--- src/rtl/tap_seq_pkg.sv ---
package tap_seq_pkg;
  localparam int unsigned TAP_COUNT = 10;
  localparam int unsigned DEF_SPACING = 250;
  localparam int unsigned DEF_CNT_W = 16;
endpackage

--- src/rtl/tap_trig_sync.sv ---
module tap_trig_sync (
  input  logic clk_i,
  input  logic rst_ni,
  input  logic trig_i,
  output logic rise_o
);
  logic s1_q, s2_q, s3_q;

  always_ff @(posedge clk_i or negedge rst_ni) begin
    if (!rst_ni) begin
      s1_q <= 1'b0;
      s2_q <= 1'b0;
      s3_q <= 1'b0;
    end else begin
      s1_q <= trig_i;
      s2_q <= s1_q;
      s3_q <= s2_q;
    end
  end

  assign rise_o = s2_q & ~s3_q;
endmodule

--- src/rtl/tap_timer.sv ---
module tap_timer #(
  parameter int unsigned NUM_TAPS = 10,
  parameter int unsigned CNT_W    = 16,
  localparam int unsigned IDX_W   = (NUM_TAPS > 1) ? $clog2(NUM_TAPS) : 1
) (
  input  logic             clk_i,
  input  logic             rst_ni,
  input  logic             start_i,
  input  logic [CNT_W-1:0] n_i,
  output logic             busy_o,
  output logic             fire_o,
  output logic [IDX_W-1:0] idx_o
);
  logic             busy_q;
  logic [CNT_W-1:0] cnt_q, n_q;
  logic [IDX_W-1:0] idx_q;
  logic             last;

  always_comb begin
    fire_o = busy_q && (cnt_q == '0);
    last   = (idx_q == IDX_W'(NUM_TAPS - 1));
  end

  always_ff @(posedge clk_i or negedge rst_ni) begin
    if (!rst_ni) begin
      busy_q <= 1'b0;
      cnt_q  <= '0;
      n_q    <= '0;
      idx_q  <= '0;
    end else if (!busy_q) begin
      if (start_i) begin
        busy_q <= 1'b1;
        idx_q  <= '0;
        n_q    <= n_i;
        cnt_q  <= n_i - CNT_W'(1);
      end
    end else if (fire_o) begin
      if (last) begin
        busy_q <= 1'b0;
      end else begin
        idx_q <= idx_q + IDX_W'(1);
        cnt_q <= n_q - CNT_W'(1);
      end
    end else begin
      cnt_q <= cnt_q - CNT_W'(1);
    end
  end

  assign busy_o = busy_q;
  assign idx_o  = idx_q;
endmodule

--- src/rtl/tap_onehot.sv ---
module tap_onehot #(
  parameter int unsigned NUM_TAPS = 10,
  localparam int unsigned IDX_W   = (NUM_TAPS > 1) ? $clog2(NUM_TAPS) : 1
) (
  input  logic                fire_i,
  input  logic [IDX_W-1:0]    idx_i,
  output logic [NUM_TAPS-1:0] tap_o
);
  for (genvar i = 0; i < NUM_TAPS; i++) begin : g_tap
    assign tap_o[i] = fire_i && (idx_i == IDX_W'(i));
  end
endmodule

--- src/rtl/tap_sequencer.sv ---
module tap_sequencer
  import tap_seq_pkg::*;
#(
  parameter int unsigned NUM_TAPS = TAP_COUNT,
  parameter int unsigned SPACING  = DEF_SPACING,
  parameter int unsigned CNT_W    = DEF_CNT_W,
  localparam int unsigned IDX_W   = (NUM_TAPS > 1) ? $clog2(NUM_TAPS) : 1
) (
  input  logic                clk_i,
  input  logic                rst_ni,
  input  logic                trig_i,
  input  logic                spacing_ovr_i,
  input  logic [CNT_W-1:0]    spacing_i,
  output logic                busy_o,
  output logic [NUM_TAPS-1:0] tap_o
);
  logic             rise;
  logic             fire;
  logic [IDX_W-1:0] idx;
  logic [CNT_W-1:0] n_sel, n_eff;

  always_comb begin
    n_sel = spacing_ovr_i ? spacing_i : CNT_W'(SPACING);
    n_eff = (n_sel == '0) ? CNT_W'(1) : n_sel;
  end

  tap_trig_sync u_sync (
    .clk_i (clk_i),
    .rst_ni(rst_ni),
    .trig_i(trig_i),
    .rise_o(rise)
  );

  tap_timer #(.NUM_TAPS(NUM_TAPS), .CNT_W(CNT_W)) u_timer (
    .clk_i  (clk_i),
    .rst_ni (rst_ni),
    .start_i(rise),
    .n_i    (n_eff),
    .busy_o (busy_o),
    .fire_o (fire),
    .idx_o  (idx)
  );

  tap_onehot #(.NUM_TAPS(NUM_TAPS)) u_dec (
    .fire_i(fire),
    .idx_i (idx),
    .tap_o (tap_o)
  );
endmodule

--- config.mk ---
export PLATFORM = sky130hd
export DESIGN_NAME = tap_sequencer
export DESIGN_NICKNAME = d
export VERILOG_FILES = /design/src/rtl/tap_seq_pkg.sv /design/src/rtl/tap_trig_sync.sv /design/src/rtl/tap_timer.sv /design/src/rtl/tap_onehot.sv /design/src/rtl/tap_sequencer.sv
export SDC_FILE = /design/constraint.sdc
export NUM_CORES = 1
export LEC_CHECK = 0
export BUFFER_PORTS_ARGS = -buffer_cell sky130_fd_sc_hd__buf_4
export CORE_AREA = 2 2 99 53
export CTS_CLUSTER_DIAMETER = 40
export CTS_CLUSTER_SIZE = 14
export DETAILED_ROUTE_END_ITERATION = 7
export DIE_AREA = 0 0 101 55
export GPL_ROUTABILITY_DRIVEN = 0
export PLACE_DENSITY = 0.75
export SKIP_CTS_REPAIR_TIMING = 1
export SLEW_MARGIN = 30
export SYNTH_ARGS = -nofsm -noshare
export SYNTH_HDL_FRONTEND = slang
export SYNTH_HIERARCHICAL = 1
export SYNTH_SLANG_ARGS = --single-unit
export TNS_END_PERCENT = 10
--- constraint.sdc ---
create_clock -name clk_i -period 2.9 [get_ports clk_i]
set_input_delay 0.58 -clock clk_i [delete_from_list [all_inputs] [get_ports clk_i]]
set_output_delay 0.58 -clock clk_i [all_outputs]
set_load 0.005 [all_outputs]
# Yosys cells after proc, flatten, opt, wreduce, memory -nomap -nowiden
# Index checks and enable logic that the tools add are counted.
# W data, S select, Z words.
totals:
  output_inout_bits: 11
  elab_cells: 58
  inputBits: 20
  ff_bits: 40
classes:
  bitwise_logic: 3
  reduce_logical: 18
  mux: 14
  add_sub_neg: 4
  eq_ne: 12
op_table:
  columns: ["op", "n"]
  rows:
  - ["$mux W16", 6]
  - ["$sub A16 B1 Y16 const B", 3]
  - ["$logic_not A16 Y1", 2]
  - ["$eq A4 B3 Y1 const B", 4]
  - ["$mux W4", 4]
  - ["$logic_and A1 B1 Y1", 11]
  - ["$eq A4 B2 Y1 const B", 2]
  - ["$eq A4 B4 Y1 const B", 2]
  - ["$add A4 B1 Y4 const B", 1]
  - ["$eq A4 B1 Y1 const B", 1]
  - ["$logic_not A4 Y1", 1]
  - ["$mux W1", 4]
  - ["$reduce_and A2 Y1", 2]
  - ["$ne A3 B3 Y1 const B", 1]
  - ["$reduce_and A3 Y1", 1]
  - ["$ne A2 B1 Y1 const B", 1]
  - ["$ne A2 B2 Y1 const B", 1]
  - ["$not A1 Y1", 2]
  - ["$reduce_bool A2 Y1", 1]
  - ["$and A1 B1 Y1", 1]

# Logic depth before layout (Yosys ltp)
# Gate-level depths: netlist (run 1).
logic_depth:
  depth_word: 6
  depth_mapped: 10
  mapped_depth_nobuf: 10

# Cells and area by module
# The synthesis (run 1) kept the hierarchy.
modules_own_cells:
  columns: ["mod", "area_per_inst_um2", "instances", "cells_per_inst", "seq_area_each_um2"]
  rows:
  - ["tap_timer", 2195.9, 1, 226, 925.9]
  - ["tap_sequencer", 153.9, 1, 23, 0.0]
  - ["tap_trig_sync", 88.8, 1, 4, 75.1]
  - ["tap_onehot", 86.3, 1, 16, 0.0]

# Least setup slack after synthesis (run 1)
# No wires, ideal clock.
synth_path:
  path_kind: "flip-flop to output port"
  startpoint: "register u_timer.cnt_q[12]"
  endpoint: "output port tap_o[1]"
  n_path_buf: 2
  path_stages_with_launch: 8
  arrival_time_ps: 1882
  slack_ps: 438
  path_cell_list: "dfrtp_1 -> nor4_1 -> and4_1 -> buf_2 -> and3_1 -> clkbuf_1 -> or3b_1 -> nor2_1"
synth_between:
  elab_chain_cells: 3
synth_lines:
  columns: ["element", "line_no", "text"]
  rows:
  - ["start: declaration", "tap_timer.sv:15", "logic [CNT_W-1:0] cnt_q, n_q;"]
  - ["start signal: assignment", "tap_timer.sv:35", "cnt_q <= n_i - CNT_W'(1);"]
  - ["start signal: assignment", "tap_timer.sv:42", "cnt_q <= n_q - CNT_W'(1);"]
  - ["start signal: assignment", "tap_timer.sv:45", "cnt_q <= cnt_q - CNT_W'(1);"]
  - ["$logic_not A16 Y1", "tap_timer.sv:20", "fire_o = busy_q && (cnt_q == '0);"]
  - ["$logic_and A1 B1 Y1", "tap_timer.sv:20", null]
  - ["net fire", "tap_sequencer.sv:18", "logic fire;"]
  - ["$logic_and A1 B1 Y1", "tap_onehot.sv:10", "assign tap_o[i] = fire_i && (idx_i == IDX_W'(i));"]
  - ["end: declaration", "tap_sequencer.sv:15", "output logic [NUM_TAPS-1:0] tap_o"]
# The timed path passes the listed nets, and every way through them passes these cells.

# Worst setup path after layout (run 1)
layout_path:
  startpoint: "register u_timer.cnt_q[15]"
  endpoint: "output port tap_o[1]"
# The elaborated chain is that of the path after synthesis.

==> flow_metrics.tcl, run 1 <==
set metrics [dict create \
    outcome "finished, final reports clean" \
    cap_violations 0 \
    crit_chain "nor4_2 > and4_1 > and3_1 > or3b_1 > nor2_1 > buf_4" \
    critical_path.endpoint "tap_o[1]" \
    switching_share_pct 33.8 \
    worstMarginPinSlew_ns 0.579 \
    grt_max_degree 41 \
    num_io_pins 31 \
    total_power_mw 1.95 \
    path_depth 6 \
    drcViolationCount 0 \
    gr-total-overflow 0 \
    power.internal_mw 1.29 \
    hp-class "in2async" \
    hold_viol 0 \
    crit_arrival_ns 2.22 \
    routed_wl_mm 6.45 \
    crit_required_ns 2.32 \
    groute.layer.met2.usage_pct 33.8 \
    fin_nets 326 \
    routedWlPerCell_um 17.7 \
    grt_pass1_vias 1893 \
    dp_hpwl_mm 4.77 \
    start_kind "flip-flop" \
    combPwrFrac_pct 32.4 \
    syn_area_per_cell_um2 9.39 \
    synth_nets 292 \
    worst_path_max_delay_cell "or3b_1" \
    startpoint "u_timer/cnt_q[15]" \
    fin_hold_ws_ns 0.254 \
    cts_inserted_buffers 5 \
    reg2reg_to "u_timer/cnt_q[14]" \
    timing.fmax_mhz 357 \
    critPathBufInv 1 \
    finalCritPeriodShare_pct 96.6 \
    r2r_cells 8 \
    fin_cells 364 \
    cts.htree.levels 2 \
    r2r_start "u_timer/busy_o" \
    max-slew-margin-rel_pct 61.4 \
    report.final.slew_viol_count 0 \
    cp-end-kind "output port" \
    io_buffers 30 \
    synth-async-reset-ratio_pct 100 \
    clockRootBuffer "clkbuf_8" \
    cp_top_family "simple AND/OR/NAND/NOR gates" \
    num_antenna_cells 0 \
    cts.sinks 40 \
    fp.dieW_um 101 \
    post-place-cells 356 \
    die_h_um 55 \
    seqPwrFrac_pct 41.8 \
    max_stage_delay_ns 0.43 \
    skew_ns 0.00782 \
    ant_nets 0 \
    p_per_area_nw_per_um2 649 \
    core_area_um2 4730 \
    p_leak_nw 1.27 \
    initial_core_util_pct 53.4 \
    vias_per_cell 6.03 \
    grt_antenna_before_repair 0 \
    placement_rows 18 \
    clockBufferDepth 2 \
    finalSetupViolCount 0 \
    grt_usage_pct 24.7 \
    worstPathMaxFanout 4 \
    syn-cell-area_um2 2520 \
    vias 2194 \
    ys_seq_area_share_pct 39.6 \
    insertion_delay_ns 0.29 \
    clk_pin_slew_ns 0.08 \
    syn_inst 269 \
    use_met3_pct 7.41 \
    switchingPower_mw 0.660 \
    tritoncts "built" \
    final.setup.tns_ns 0 \
    drtIter0Drc 176 \
    drive_above_1_share_pct 28.3 \
    yosys_register_bits 40 \
    fill_cells 369 \
    busiest_layer "met1" \
    grt_use_met1_pct 38.4 \
    synth-main-ff-cell "dfrtp_1" \
    synth_edf_count 0 \
    ys_types 56 \
    ir_drop_mv 0.415 \
    clkPwrFrac_pct 25.9 \
    seqCellArea_um2 1000 \
    firstDrtPassIters 4 \
    min_period_ns 2.80 \
    grt_pass1_wl_mm 10.2 \
    die-area_um2 5560 \
    syn_to_final_growth_pct 19.1 \
    preCtsSetupSlack_ns 0.0993 \
    reg2reg_slack_ns 0.23 \
    synth_warnings 6 \
    setup_ws_ns 0.0987 \
    fin_area_um2 3010 \
    post_dp_cell_area_um2 2870 \
    multiInputGateArea_um2 1460 \
    critical_path_class "reg2out" \
    fin_util_pct 63.6 \
    rsz0062_at_grt "no" \
]
==> power groups by stage <==
stage	combinational, mW	sequential [mW]	clock, mW
final	0.632	0.815	0.504
after global routing	0.688	0.831	0.539
after CTS	0.619	0.806	0.513
after detailed placement	0.611	0.816	0
after global placement	0.602	0.810	0
after floorplan	0.450	0.773	0
==> kinds of logic (layout without fill, tap and decap cells) <==
kind of cell / count (synthesis) / count (layout) / share of synthesized area [%]
AOI/OAI and AO/OA: 52 / 52 / 14.4
xor gates and xnor gates: 15 / 15 / 5.20
adders and majority gates: 3 / 3 / 1.49
buffers and inverters: 21 / 56 / 3.22
DFF: 40 / 40 / 39.6
muxes: 25 / 25 / 11.0
and+or+nand+nor: 113 / 113 / 25.1
==> cell usage in the layout, fill, tap and decap left out, drive strengths merged, types with 2 or more instances in the layout <==
master,Yosys,final
a21oi,22,22
a311oi,3,3
a31oi,11,11
o31ai,2,2
mux2,22,22
inv,6,6
or2b,6,6
nand4,3,3
clkbuf,11,7
nor2,41,41
and2,11,11
nor2b,4,4
dfrtp,40,40
nand2,10,10
mux2i,3,3
nor3,8,8
o21bai,2,2
nand3,3,3
nand3b,4,4
nand2b,2,2
nor4,9,9
xnor2,11,11
nor3b,2,2
o21ai,4,4
buf,3,41
xor2,4,4
and3,3,3
ha,3,3
==> final cells by class <==
class	instances	area share [%]
timing repair buffer	41	10.7
multi-input combinational	208	48.5
tap	60	2.50
inverter	7	0.874
sequential	40	33.3
clock inverter	1	0.999
clock buffer	7	3.20
==> cell usage after synthesis (2+ instances only) <==
cell type,n,area share (%)
o21bai_1,2,0.59
a31oi_1,7,1.7
mux2i_1,3,1.2
inv_1,5,0.74
mux2_2,21,9.4
nand2b_1,2,0.50
xnor2_1,11,3.8
nand2_1,10,1.5
or2b_1,6,1.8
nor3b_1,2,0.59
and3_1,3,0.74
nor4_2,2,0.99
a31oi_2,3,1.5
a21oi_1,21,4.2
and2_1,11,2.7
o31ai_1,2,0.59
o21ai_0,2,0.40
nand3_1,3,0.59
nand4_1,2,0.50
nand3b_1,4,1.2
nor2_1,41,6.1
nor2b_1,3,0.74
ha_1,3,1.5
clkbuf_1,11,1.6
a311oi_1,3,1.0
dfrtp_1,40,40
nor3_1,7,1.4
buf_2,2,0.40
nor4_1,7,1.7
xor2_1,4,1.4
==> per-layer routing <==
metal	share of wire (%)	vias up	wire, µm
met5	0	-	0
met2	39	83	2540
li1	-	1032	-
met4	0.59	0	38
met3	9.7	7	629
met1	50	1072	3240
==> worst min path at each step <==
stage / from / end / slack (ns)
after detailed placement: u_sync/s1_q / u_sync/s2_q / 0.34
after global placement: u_sync/s1_q / u_sync/s2_q / 0.33
after CTS: rst_ni / u_timer/cnt_q[6] / 0.27
after global routing: rst_ni / u_timer/cnt_q[15] / 0.30
final: rst_ni / u_timer/n_q[7] / 0.25
after floorplan: rst_ni / u_sync/s1_q / 0.28
==> registers in the layout (all words and copies together) (netlist names) <==
name / flops
u_timer/cnt_q: 16
u_sync/s3_q: 1
u_timer/idx_o: 4
u_sync/s1_q: 1
u_timer/n_q: 16
u_sync/s2_q: 1
u_timer/busy_o: 1
(Power assumes the default switching activity.)
==> inputs of run 2 (changes only) <==
Settings changed: CORE_AREA 2 2 99 53 to 2 2 97 52, DIE_AREA 0 0 101 55 to 0 0 99 54, PLACE_DENSITY 0.75 to 0.78.
==> run 2 against run 1 <==
- worst setup slack improved by 0.0036 ns
- total power is 2.4% higher
- non-clock buffer count increased by 2
- clock power about the same
- utilization grew 2.2 points
- largest cell class unchanged
==> flow_metrics.tcl, run 2 (synthesis gave the netlist of run 1 again) <==
set metrics [dict create \
    outcome "finished, final reports clean" \
    worst_path_max_delay_cell "dfrtp_1" \
    start_kind "flip-flop" \
    vias_per_cell 6.14 \
    grt_pass1_wl_mm 10.7 \
    routedWlPerCell_um 18.9 \
    clk_pin_slew_ns 0.08 \
    clockRootBuffer "clkbuf_8" \
    placement_rows 18 \
    grt_antenna_before_repair 0 \
    tritoncts "built" \
    num_io_pins 31 \
    finalSetupViolCount 0 \
    crit_required_ns 2.32 \
    ir_drop_mv 0.430 \
    dp_hpwl_mm 5.01 \
    cts_inserted_buffers 5 \
    fp.dieW_um 99 \
    timing.fmax_mhz 357 \
    max_stage_delay_ns 0.45 \
    fin_hold_ws_ns 0.245 \
    post_dp_cell_area_um2 2870 \
    worstPathMaxFanout 4 \
    wl_met2_mm 2.92 \
    post-place-cells 358 \
    hp-class "in2async" \
    clockBufferDepth 2 \
    report.final.slew_viol_count 0 \
    rsz0062_at_grt "no" \
    io_buffers 30 \
    initial_core_util_pct 54.7 \
    cts.sinks 40 \
    grt_pass1_vias 2072 \
    cts.htree.levels 2 \
    fill_cells 369 \
    met1_length_mm 3.27 \
    die_h_um 54 \
    syn_to_final_growth_pct 20.2 \
    grt_max_degree 41 \
    skew_ns 0.00402 \
    top_layer_used "met4" \
    firstDrtPassIters 5 \
    critical_path_class "reg2out" \
    insertion_delay_ns 0.29 \
    routed_wl_mm 6.91 \
    gr-total-overflow 0 \
    grt_usage_pct 26.8 \
    drtIter0Drc 191 \
    max-slew-margin-rel_pct 38.5 \
    crit_arrival_ns 2.22 \
    worstMarginPinSlew_ns 0.919 \
    fin_area_um2 3040 \
    die-area_um2 5350 \
    layout_common_cells "43 x buf_4, 41 x nor2_1, 40 x dfrtp_1, 21 x mux2_2, 21 x a21oi_1" \
    wl_met3_um 632 \
    cp-end-kind "output port" \
    reg2reg_slack_ns 0.33 \
    drive_above_1_share_pct 30.1 \
    p_leak_nw 1.28 \
    hold_viol 0 \
    core_area_um2 4620 \
    cap_violations 0 \
    fin_nets 328 \
    vias 2248 \
    min_period_ns 2.80 \
    p_per_area_nw_per_um2 658 \
    ant_nets 0 \
    finalCritPeriodShare_pct 96.5 \
    fin_cells 366 \
    layout_commonest_cell "buf_4" \
    crit_chain "nor4_4 > and4_4 > and3_1 > or3b_4 > nor3_2 > buf_4" \
    num_antenna_cells 0 \
    drcViolationCount 0 \
]
run 2: cell types whose count changed in the layout (fill, tap and decap cells not counted), sizes merged:
cell,previous run,this run
buf,41,43
run 2: worst paths after layout:
check / startpoint / endpoint / cells after the start
max: u_timer/cnt_q[7] / tap_o[0] / 6
min: rst_ni / u_timer/n_q[6] / 1
max reg2reg: u_timer/cnt_q[7] / u_timer/cnt_q[12] / 10
min reg2reg: u_sync/s1_q / u_sync/s2_q / 0
max in group asynchronous: rst_ni / u_timer/n_q[11] / 1
min in group clk_i: u_sync/s1_q / u_sync/s2_q / 0
run 2: per-stage QoR:
stage | setup slack (ns) | util, % | total power, mW | TNS [ns]
floorplan | 0.438 | - | 1.22 | 0
global placement | 0.227 | 62.1 | 1.40 | 0
detailed placement | 0.139 | 62.1 | 1.43 | 0
CTS | -0.000209 | 64.9 | 1.95 | -0.000209
global route | 0.0157 | 65.7 | 2.10 | 0
finish | 0.102 | 65.7 | 2.00 | 0
run 2: layout make-up:
type / count / area (µm²) / share of cell area, %
Clock buffer: 7 / 96.3 / 3.17
Inverter: 7 / 26.3 / 0.866
Clock inverter: 1 / 30.0 / 0.989
Timing Repair Buffer: 43 / 323 / 10.6
Multi-Input combinational cell: 208 / 1480 / 48.9
Tap cell: 60 / 75.1 / 2.47
Sequential cell: 40 / 1000 / 33.0
run 2: critical path: cells and delay by family (launching register included):
family        cells  cell delay, ns
simple gates      5            1.35
buf+inv           1            0.13
flops             1            0.45
run 2: metal layers:
| layer | vias up | GRT usage [%] |
|---|---|---|
| met5 | - | 0 |
| met4 | 0 | 7.53 |
| met3 | 13 | 7.53 |
| met2 | 114 | 38.4 |
| met1 | 1089 | 39.4 |
| li1 | 1032 | - |
run 2: report_power, final:
part / leakage (nW) / switching [mW] / internal, mW
Sequential: 0.483 / 0.158 / 0.685
Clock: 0.0645 / 0.203 / 0.304
Combinational: 0.731 / 0.343 / 0.305
